`config.mk`:
```
export PLATFORM = sky130hd
export DESIGN_NAME = int_alu_flags
export DESIGN_NICKNAME = d
export VERILOG_FILES = /design/src/rtl/int_alu_flags.sv
export SDC_FILE = /design/constraint.sdc
export NUM_CORES = 1
export LEC_CHECK = 0
export CAP_MARGIN = 20
export CORE_ASPECT_RATIO = 2
export CORE_MARGIN = 2
export CORE_UTILIZATION = 45
export DETAILED_ROUTE_END_ITERATION = 8
export GPL_TIMING_DRIVEN = 0
export PLACE_DENSITY_LB_ADDON = 0.12
export REMOVE_ABC_BUFFERS = 1
export SLEW_MARGIN = 20
export SYNTH_ARGS = -nofsm -noshare
export SYNTH_HDL_FRONTEND = slang
export SYNTH_SLANG_ARGS = --single-unit
export TNS_END_PERCENT = 10
```
`constraint.sdc`:
```
create_clock -name clk -period 0.8 [get_ports clk]
set_clock_uncertainty 0.1 [all_clocks]
set_input_delay 0.16 -clock clk [delete_from_list [all_inputs] [get_ports clk]]
set_output_delay 0.16 -clock clk [all_outputs]
set_load 0.01 [all_outputs]
```
`src/rtl/int_alu_flags.sv`:
```
module int_alu_flags #(
  parameter int W  = 16,
  parameter int BW = 8
) (
  input  logic         clk,
  input  logic         rst_n,
  input  logic         op_valid,
  input  logic [2:0]   op_code,
  input  logic         op_wide,
  input  logic [W-1:0] dst,
  input  logic [W-1:0] src,
  input  logic         carry_in,
  output logic [W-1:0] res_q,
  output logic         wr_en,
  output logic         cf,
  output logic         af,
  output logic         of,
  output logic         pf,
  output logic         sf,
  output logic         zf
);
  localparam logic [2:0] OP_ADD = 3'd0, OP_ADC = 3'd1, OP_SUB = 3'd2, OP_SBB = 3'd3,
                         OP_INC = 3'd4, OP_DEC = 3'd5, OP_NEG = 3'd6, OP_CMP = 3'd7;

  logic [W-1:0] msk, opa, opb, rn;
  logic [W:0]   full, cext;
  logic         is_sub, is_step, cin_u, top, am, bm, rm, cf_n, of_n;

  assign msk     = op_wide ? {W{1'b1}} : {{(W-BW){1'b0}}, {BW{1'b1}}};
  assign is_step = (op_code == OP_INC) || (op_code == OP_DEC);
  assign is_sub  = (op_code == OP_SUB) || (op_code == OP_SBB) || (op_code == OP_DEC) ||
                   (op_code == OP_NEG) || (op_code == OP_CMP);
  assign cin_u   = ((op_code == OP_ADC) || (op_code == OP_SBB)) ? carry_in : 1'b0;

  assign opa = (op_code == OP_NEG) ? '0 : (dst & msk);
  assign opb = is_step ? {{(W-1){1'b0}}, 1'b1} :
               (op_code == OP_NEG) ? (dst & msk) : (src & msk);

  assign cext = {{W{1'b0}}, cin_u};
  assign full = is_sub ? ({1'b0, opa} - {1'b0, opb} - cext)
                       : ({1'b0, opa} + {1'b0, opb} + cext);
  assign rn   = full[W-1:0] & msk;

  assign top  = op_wide ? full[W]   : full[BW];
  assign am   = op_wide ? opa[W-1]  : opa[BW-1];
  assign bm   = op_wide ? opb[W-1]  : opb[BW-1];
  assign rm   = op_wide ? rn[W-1]   : rn[BW-1];
  assign of_n = is_sub ? ((am != bm) && (rm != am)) : ((am == bm) && (rm != am));
  assign cf_n = is_step ? cf : top;

  always_ff @(posedge clk or negedge rst_n) begin
    if (!rst_n) begin
      res_q <= '0;
      wr_en <= 1'b0;
      {cf, af, of, pf, sf, zf} <= '0;
    end else begin
      wr_en <= op_valid && (op_code != OP_CMP);
      if (op_valid) begin
        if (op_code != OP_CMP) res_q <= rn;
        cf <= cf_n;
        af <= opa[4] ^ opb[4] ^ full[4];
        of <= of_n;
        pf <= ~^rn[7:0];
        sf <= rm;
        zf <= (rn == '0);
      end
    end
  end

  AST_STEP_KEEPS_CARRY: assert property (@(posedge clk) disable iff (!rst_n)
    op_valid && is_step |=> cf == $past(cf));
  AST_CMP_NO_WRITE: assert property (@(posedge clk) disable iff (!rst_n)
    op_valid && (op_code == OP_CMP) |=> !wr_en && $stable(res_q));
  AST_NEG_CARRY: assert property (@(posedge clk) disable iff (!rst_n)
    op_valid && (op_code == OP_NEG) |=> cf == $past(op_wide ? (dst != '0) : (dst[BW-1:0] != '0)));
  AST_BYTE_UPPER_ZERO: assert property (@(posedge clk) disable iff (!rst_n)
    op_valid && !op_wide && (op_code != OP_CMP) |=> res_q[W-1:BW] == '0);
  AST_ZERO_FLAG: assert property (@(posedge clk) disable iff (!rst_n)
    wr_en |-> zf == (res_q == '0));
  AST_IDLE_HOLD: assert property (@(posedge clk) disable iff (!rst_n)
    !op_valid |=> !wr_en && $stable(res_q) && $stable({cf, af, of, pf, sf, zf}));
endmodule

```
Yosys cells after proc, flatten, opt, wreduce, memory -nomap -nowiden
Index checks and enable logic that the tools add are counted.
W data, S select, Z words.
- input port bits: 40
- bits in registers: 23
- word-level logic and storage cells: 53
- output and inout bits: 23
- bitwise operators: 6
- add/sub/neg operators: 4
- multiplexer cells: 11
- reductions and logical operators: 13
- eq/ne operators: 11
- operator list (cell ; count):
    $mux W16 ; 4
    $and A16 B16 Y16 ; 3
    $add A16 B16 Y17 ; 1
    $add A17 B1 Y17 ; 1
    $mux W17 ; 1
    $sub A16 B16 Y17 ; 1
    $sub A17 B1 Y17 ; 1
    $logic_not A16 Y1 ; 1
    $eq A3 B3 Y1 const B ; 4
    $reduce_xnor A8 Y1 ; 1
    $eq A3 B2 Y1 const B ; 2
    $logic_or A1 B1 Y1 ; 6
    $mux W1 ; 6
    $reduce_and A2 Y1 ; 2
    $eq A3 B1 Y1 const B ; 1
    $logic_and A1 B1 Y1 ; 3
    $ne A3 B3 Y1 const B ; 1
    $ne A1 B1 Y1 ; 2
    $xor A1 B1 Y1 ; 2
    $eq A1 B1 Y1 ; 1
    $not A1 Y1 ; 1

Longest topological paths before layout
Gate-level depths: netlist of run 1.
- depth after elaboration: 12
- gate-level depth with buffers: 20
- mapped depth without buffers: 20

Worst setup path after synthesis of run 1
No wires, ideal clock.
- path type: input port to flip-flop
- start: in op_code[2]
- end: reg pf
- setup time: 0.125 ns
- buffers on the path: 1
- stages on the path: 17
- data required time: 0.575 ns
- path slack: -3.084 ns
- data arrival time: 3.659 ns
- path through: clkinv_1 -> nor2_1 -> clkbuf_1 -> a22o_1 -> a22o_1 -> ha_1 -> ha_1 -> and3_1 -> a211oi_2 -> o21bai_1 -> a21oi_1 -> xnor2_1 -> a21oi_1 -> ha_1 -> xnor2_1 -> xnor2_1 -> mux2_2
- cells in the longest elaborated chain, start to end: 8
- elaborated cells between the ends (all ways): 24
- classes of those cells: 4 x add/sub; 7 x eq/ne; 5 x mux; 1 x bitwise; 7 x reduce/logical
- ends and longest elaborated chain (item ; line ; source):
    from (decl) ; 8 ; input logic [2:0] op_code,
    $eq A3 B3 Y1 (tied with other cells) ; 32, 35, 37 ;
    $mux W16 (tied with other cells) ; 37 ; (op_code == OP_NEG) ? (dst & msk) : (src & msk);
    $mux W16 / $logic_or A1 B1 Y1 (equally long branches) ; 36, 31 ;
    $add A16 B16 Y17 (tied with other cells) ; 41 ; : ({1'b0, opa} + {1'b0, opb} + cext);
    $add A17 B1 Y17 (tied with other cells) ; 41 ;
    $mux W17 * ; 40 ; assign full = is_sub ? ({1'b0, opa} - {1'b0, opb} - cext)
    $and A16 B16 Y16 * ; 42 ; assign rn = full[W-1:0] & msk;
    $reduce_xnor A8 Y1 * ; 63 ; pf <= ~^rn[7:0];
    to (signal assigned) ; 63 ;
    to (decl) ; 18 ; output logic pf,
Mark *: on every way between the ends. The rest lies on a longest branch, timed or not.
A chain may end at the register's enable or synchronous reset.

Worst setup path in the final report of run 1
- start: in op_code[2]
- end: reg of
- cells in the longest elaborated chain, start to end: 11
- elaborated cells between the ends (all ways): 32
- classes of those cells: 4 x add/sub; 10 x eq/ne; 9 x mux; 1 x bitwise; 8 x reduce/logical
- ends and longest elaborated chain (item ; line ; source):
    $eq A3 B3 Y1 (tied with other cells) ; 32, 35, 37 ;
    $mux W16 (tied with other cells) ; 37 ;
    $mux W16 / $logic_or A1 B1 Y1 (equally long branches) ; 36, 31 ;
    $add A16 B16 Y17 (tied with other cells) ; 41 ;
    $add A17 B1 Y17 (tied with other cells) ; 41 ;
    $mux W17 ; 40 ;
    $and A16 B16 Y16 ; 42 ;
    $mux W1 ; 47 ; assign rm = op_wide ? rn[W-1] : rn[BW-1];
    $ne A1 B1 Y1 ; 48 ; assign of_n = is_sub ? ((am != bm) && (rm != am)) : ((am == bm) && (rm != am));
    $logic_and A1 B1 Y1 ; 48 ;
    $mux W1 * ; 48 ;
    to (signal assigned) ; 62 ; of <= of_n;
    to (decl) ; 17 ; output logic of,
Marks and branches as above.

==> flow_summary.json, run 1 <==
{
  "cts_num_sinks": 23,
  "synth_mux_area_share_pct": 2.62,
  "die_w_um": 65.0,
  "start_util_pct": 46.4,
  "rr_endpoint": "pf",
  "p_per_area_nw_per_um2": 1660,
  "ys_seq_elements": 23,
  "wl_um": 9930,
  "min-delay-path-class": "input port to async pin",
  "gr-total-overflow": 0,
  "rows": 44,
  "syn_area_per_cell_um2": 8.11,
  "cp-end-kind": "flip-flop",
  "fp.dieH_um": 126,
  "setup_violations": 46,
  "synth_area_um2": 3340,
  "dp.final_hpwl_um": 6630,
  "slew_violations": 0,
  "required_ps": 880,
  "hold_viol": 23,
  "portBuffers": 62,
  "n_antenna_cell": 0,
  "reg2reg_from": "pf",
  "drv_cap": 0,
  "first_global_vias": 3358,
  "first_iter_violations": 114,
  "async_flop_share_pct": 100,
  "yosysWarnings": 0,
  "drive_gt1_share_pct": 31.4,
  "worst_ep_arrival_time_ps": 3510,
  "grt_pass1_wl_um": 16100,
  "via_per_inst": 5.75,
  "drtPass1Iterations": 4,
  "synth_xor_area_share_pct": 6.81,
  "crit_type": "input port to flip-flop",
  "cts_buffers": 3,
  "vias": 3366,
  "synthSimpleGateAreaFrac_pct": 16.7,
  "drc": 0,
  "synth_top_family_by_area": "compound AO/OA/AOI/OAI gates",
  "dieArea_um2": 8180,
  "cts_tree": "built",
  "p_total_mw": 7.89,
  "vdd_drop_max_uv": 692,
  "synthToLayoutAreaGrowth_pct": 42.1,
  "h-tree-depth": 1,
  "wire_per_inst_um": 17.0,
  "clock_latency_ps": 260,
  "ys.flop_type": "dfrtp_1",
  "synth_fa_ha_area_share_pct": 20.0,
  "gp_congestion": 0.847,
  "p_leak_nw": 2.13,
  "rsz0062_at_grt": "true",
  "period_share_pct": 428,
  "io_pins": 63,
  "max_freq_mhz": 292,
  "synth_edf_count": 0,
  "core_area_um2": 7210,
  "synth_cell_types": 61,
  "status": "finished, violations left",
  "cp_max_fo": 4,
  "root_buffer": "clkbuf_16",
  "ys_seq_area_share_pct": 17.2,
  "dp_slack_ps": -5230,
  "cp-start-kind": "input port",
  "reg2regPathDepth": 1,
  "r2r_setup_slack_ps": -60,
  "max-slew-margin-rel_pct": 45.9,
  "grt_usage_pct": 25.0,
  "synth_compound_area_share_pct": 29.0,
  "grt_max_degree": 26,
  "holdWs_ps": -129,
  "drtAntennaViolNets": 0,
  "final_nets": 585,
  "synthCells": 412,
  "antenna_found_initial": 0,
  "violations": "hold timing, setup timing",
  "fillers": 623,
  "clock_path_buffers": 2,
  "clk_pin_slew_ps": 60,
  "worst_pin_slew_ps": 812,
  "period_minus_slack_ps": 3420,
  "setup_slack_ps": -2620
}
## sequential cells by signal, summed over array words and instances, names as in the netlist
register,flops
wr_en,1
sf,1
of,1
res_q,16
af,1
zf,1
pf,1
cf,1
## repair_timing
action / in CTS / in global routing
gates resized for setup: 206 / 40
pin swaps: 38 / 32
setup buffers: 24 / 7
endpoints found under the setup margin: 69 / 46
gates cloned: 1 / 0
hold endpoints to repair: 23 / 23
## synth_stat cells (6+ instances only)
master    number  share of area, %
nor2_1        26               2.9
nand2_1       33               3.7
mux2_2         6               2.0
xor2_1        10               2.6
a21o_1         7               1.6
ha_1          47                18
and3_1         9               1.7
xnor2_1       16               4.2
a22oi_1        9               2.0
clkbuf_1      12               1.3
dfrtp_1       23                17
nand2b_1       7               1.3
o21ai_0       29               4.3
a21oi_1       25               3.7
nand3_1        7               1.0
a22o_1        21               5.5
and2_1         6               1.1
inv_1         41               4.6
## how the worst max path moves through the flow
| stage | from | to | slack (ps) |
|---|---|---|---|
| global placement | op_code[2] | zf | -5450 |
| floorplan | op_code[2] | pf | -3410 |
| CTS | op_code[2] | zf | -2630 |
| detailed placement | op_code[2] | zf | -5230 |
| finish | op_code[2] | of | -2620 |
| global route | op_code[1] | zf | -2730 |
## worst max-delay path: stages
cell      delay [ps]
buf_12           100
clkinv_8          60
nor2_4           220
buf_6            150
a22o_1           110
a22o_1           150
buf_6            100
ha_4             200
ha_4             280
and3_4           200
a211oi_4          60
buf_4            140
buf_6            110
o211ai_4         220
a41oi_2          190
o31ai_2          260
xor2_1           200
nand3_2          120
a211o_1          310
a31oi_1          160
## power breakdown
group          internal, mW  switching [mW]
logic                  2.53            2.67
registers              1.46           0.142
clock network         0.680           0.399
## metal layers
| metal | track usage [%] | vias to the layer above | share of wire, % |
|---|---|---|---|
| li1 | - | 1642 | - |
| met1 | 26.6 | 1624 | 37 |
| met2 | 47.5 | 80 | 56 |
| met3 | 2.23 | 20 | 3.8 |
| met4 | 11.9 | 0 | 3.3 |
| met5 | 0 | - | 0 |
## per-stage QoR
| stage | std cells | utilization [%] | area, um^2 | TNS [ps] |
|---|---|---|---|---|
| finish | 585 | 65.9 | 4750 | -51160 |
| global route | 585 | 65.9 | 4750 | -54510 |
| CTS | 578 | 63.0 | 4540 | -49950 |
| floorplan | 395 | - | 3250 | -61300 |
| detailed placement | 549 | 55.2 | 3980 | -121050 |
| global placement | 549 | 55.2 | 3980 | -126680 |
## logic make-up after synthesis
family                   after synthesis
adder cells (fa/ha/maj)               51
AND/OR/NAND/NOR                      111
multiplexers                           8
XOR/XNOR                              26
flip-flops                            23
buffers and inverters                 59
AO/OA/AOI/OAI                        134
## cell type report
class / instances / area, um^2 / share of cell area (%)
repair buffers: 94 / 820 / 17.2
inverters: 42 / 174 / 3.66
multi-input cells: 330 / 2990 / 62.9
flip-flops and latches: 23 / 576 / 12.1
well taps: 92 / 115 / 2.42
clock buffers: 4 / 78.8 / 1.66
## cells in the final DEF (no fill, tap or decap), drive strengths merged, types with 6 or more instances in the layout
master	n
a21o	9
a21oi	26
a22o	21
a22oi	9
and2	6
and3	10
buf	58
clkdlybuf4s50	26
dfrtp	23
dlygate4sd2	7
ha	47
inv	40
mux2	6
nand2	33
nand2b	8
nand3	7
nor2	26
o21ai	29
xnor2	16
xor2	10
Power figures use the tool's default switching activity.
==> run 2, diff against run 1 <==
Settings changed: ABC_AREA set to 1, SLEW_MARGIN 20 to unset.
==> run 2 against run 1 <==
  * The flow still finishes with violations (hold timing, setup timing)
  * Total power increased by 39%
  * Combinational power increased by 59%
  * Die area increased by 9.8%
  * Final area increased by 32%
  * Utilization increased by 13 points
  * Sequential share of layout area decreased by 2.9 points
  * Worst setup slack improved by 400 ps
  * Flip-flop and latch count unchanged
  * Via count increased by 55%
  * Sequential power decreased by 3%
  * Critical endpoint is now pf
  * Largest cell class unchanged
==> flow_summary.json, run 2 <==
{
  "cts_tree": "built",
  "first_iter_violations": 476,
  "vias": 5206,
  "p_leak_nw": 3.09,
  "sw_frac_of_total_pct": 46.4,
  "synth_edf_count": 0,
  "die_w_um": 68.0,
  "layout_common_cells": "nand2_1 (137), inv_1 (81), buf_4 (77)",
  "rows": 46,
  "worst_ep_arrival_time_ps": 3110,
  "period_minus_slack_ps": 3030,
  "via_per_inst": 6.00,
  "ys_seq_area_share_pct": 15.6,
  "wire_per_inst_um": 19.1,
  "rsz0062_at_grt": "true",
  "setup_violations": 46,
  "cp-start-kind": "input port",
  "synthCells": 623,
  "cp-end-kind": "flip-flop",
  "largest_reg_flops": 16,
  "pwr-share-comb_pct": 75.7,
  "yosysWarnings": 0,
  "dpl_cell_area_um2": 4360,
  "synth_area_um2": 3690,
  "first_global_vias": 4834,
  "post-route-util_pct": 79.0,
  "holdWs_ps": -120,
  "core_area_um2": 7940,
  "yosysTopAreaCell": "nand2_1",
  "slew_violations": 0,
  "synthToLayoutAreaGrowth_pct": 70.2,
  "n_antenna_cell": 0,
  "h-tree-depth": 1,
  "drc": 0,
  "clk_pin_slew_ps": 60,
  "final_nets": 864,
  "grt_pass1_wl_um": 22500,
  "gp_congestion": 0.958,
  "yosys-top-cells-area": "nand2_1 (17%), ha_1 (16%), dfrtp_1 (16%), nand3_1 (10%), inv_1 (10%)",
  "max-slew-margin-rel_pct": 33.6,
  "power_frac_seq_pct": 14.2,
  "top_register": "res_q",
  "drive_gt1_share_pct": 40.4,
  "max_freq_mhz": 330,
  "async_flop_share_pct": 100,
  "clockPowerShare_pct": 10.1,
  "gr-total-overflow": 0,
  "dp.final_hpwl_um": 9230,
  "cp_max_fo": 7,
  "status": "finished, violations left",
  "dieArea_um2": 8970,
  "required_ps": 880,
  "min-delay-path-class": "input port to async pin",
  "clock_latency_ps": 260,
  "synth_top_area_share_pct": 16.8,
  "worst_pin_slew_ps": 993,
  "ys.flop_type": "dfrtp_1",
  "crit_type": "input port to flip-flop",
  "drtAntennaViolNets": 0,
  "synth_common_cells": "nand2_1 (165), inv_1 (99), nand3_1 (75)",
  "period_share_pct": 378,
  "drv_cap": 0,
  "cts_buffers": 3,
  "grt_usage_pct": 32.4,
  "drtPass1Iterations": 6,
  "cts_num_sinks": 23,
  "p_per_area_nw_per_um2": 1750,
  "start_util_pct": 46.4,
  "p_total_mw": 11.0,
  "antenna_found_initial": 0,
  "root_buffer": "clkbuf_16",
  "portBuffers": 62,
  "stdcell_area_um2": 6270,
  "io_pins": 63,
  "setup_slack_ps": -2230,
  "clock_path_buffers": 2,
  "wl_um": 16600,
  "final_common_cell": "nand2_1",
  "internal-power_mw": 5.88,
  "synth_cell_types": 34,
  "p_switching_mw": 5.09,
  "vdd_drop_max_uv": 755,
  "yosysMostFrequentCell": "nand2_1",
  "violations": "hold timing, setup timing",
  "syn_area_per_cell_um2": 5.92,
  "fp.dieH_um": 132,
  "ys_seq_elements": 23,
  "grt_max_degree": 33,
  "hold_viol": 23
}
==> run 2: changes by cell type in the layout (fill, tap and decap cells not counted), moves of 11 or more <==
cell / change
buf_4: +53
inv_2: +14
xnor2_1: -14
nor2_4: +11
nand3_1: +51
a22o_1: -21
nand3_2: +15
nand2_2: +19
nand2_1: +107
ha_4: +13
inv_1: +46
ha_1: -12
==> run 2: path summary, 6_finish.rpt <==
check                                 from       end  slack [ps]  cells past startpoint
worst max-delay path            op_code[1]        pf       -2230                     18
worst min-delay path                 rst_n  res_q[3]        -120                      1
worst max register to register    res_q[0]  res_q[0]         -80                      2
worst min register to register          zf        zf         370                      2
max in group asynchronous            rst_n     wr_en         330                      1
min in group clk                   op_wide  res_q[9]         310                      3
==> run 2: area by class of cell <==
class | count | area, um^2
clock buffers | 4 | 78.8
fillers | 552 | 1670
inverters | 105 | 427
multi-input cells | 482 | 3700
flip-flops and latches | 23 | 576
well taps | 96 | 120
repair buffers | 158 | 1370
==> run 2: per-stage QoR <==
stage	cells	setup slack, ps	setup TNS (ps)
CTS	843	-2060	-41640
finish	868	-2230	-44910
global route	868	-2360	-47820
global placement	766	-3670	-89850
detailed placement	766	-3740	-92210
floorplan	608	-2570	-40020
==> run 2: critical path, stage by stage <==
cell and delay (ps):
buf_12 130, nor2_4 200, nor2_2 60, nand2_1 70, o21a_1 180, inv_2 50, fa_2 340, inv_2 90
fa_2 230, buf_4 130, nand2_1 70, o21ai_0 170, xor2_1 190, inv_1 100, ha_1 340, xor2_1 180
or2_4 260, a31oi_1 140
==> run 2: cell families after synthesis <==
family | count (synthesis) | synth area share [%]
buffers and inverters | 120 | 12.4
DFF | 23 | 15.6
xor gates and xnor gates | 8 | 1.90
and+or+nand+nor | 329 | 38.4
AOI/OAI and AO/OA | 91 | 13.3
muxes | 1 | 0.272
adders and majority gates | 51 | 18.1
==> run 2: repair_timing <==
action	in CTS	in global routing
setup endpoints to repair	69	46
hold endpoints to repair	23	23
cloned	2	0
buffers inserted	74	26
resized for setup	318	98
pin swaps	63	49
==> run 2: metal layers <==
layer,vias up,share of wire (%),track usage (%)
li1,2317,-,-
met1,2420,32,31.8
met2,330,52,60.2
met3,139,7.2,2.99
met4,0,9.3,20.4
met5,-,0,0
==> run 2: power by group through the flow <==
stage | registers, mW | clock network, mW | logic (mW)
2_1_floorplan | 1.70 | 0 | 2.89
3_3_place_gp | 1.57 | 0 | 4.54
3_5_place_dp | 1.58 | 0 | 4.62
4_1_cts | 1.55 | 1.12 | 6.59
5_1_grt | 1.58 | 1.15 | 8.84
6_report | 1.55 | 1.11 | 8.30
==> run 3, diff against run 2 <==
Settings changed: CTS_CLUSTER_SIZE set to 8.
==> results of run 3 <==
The final DEF is identical to that of run 2; final timing and power are the same.
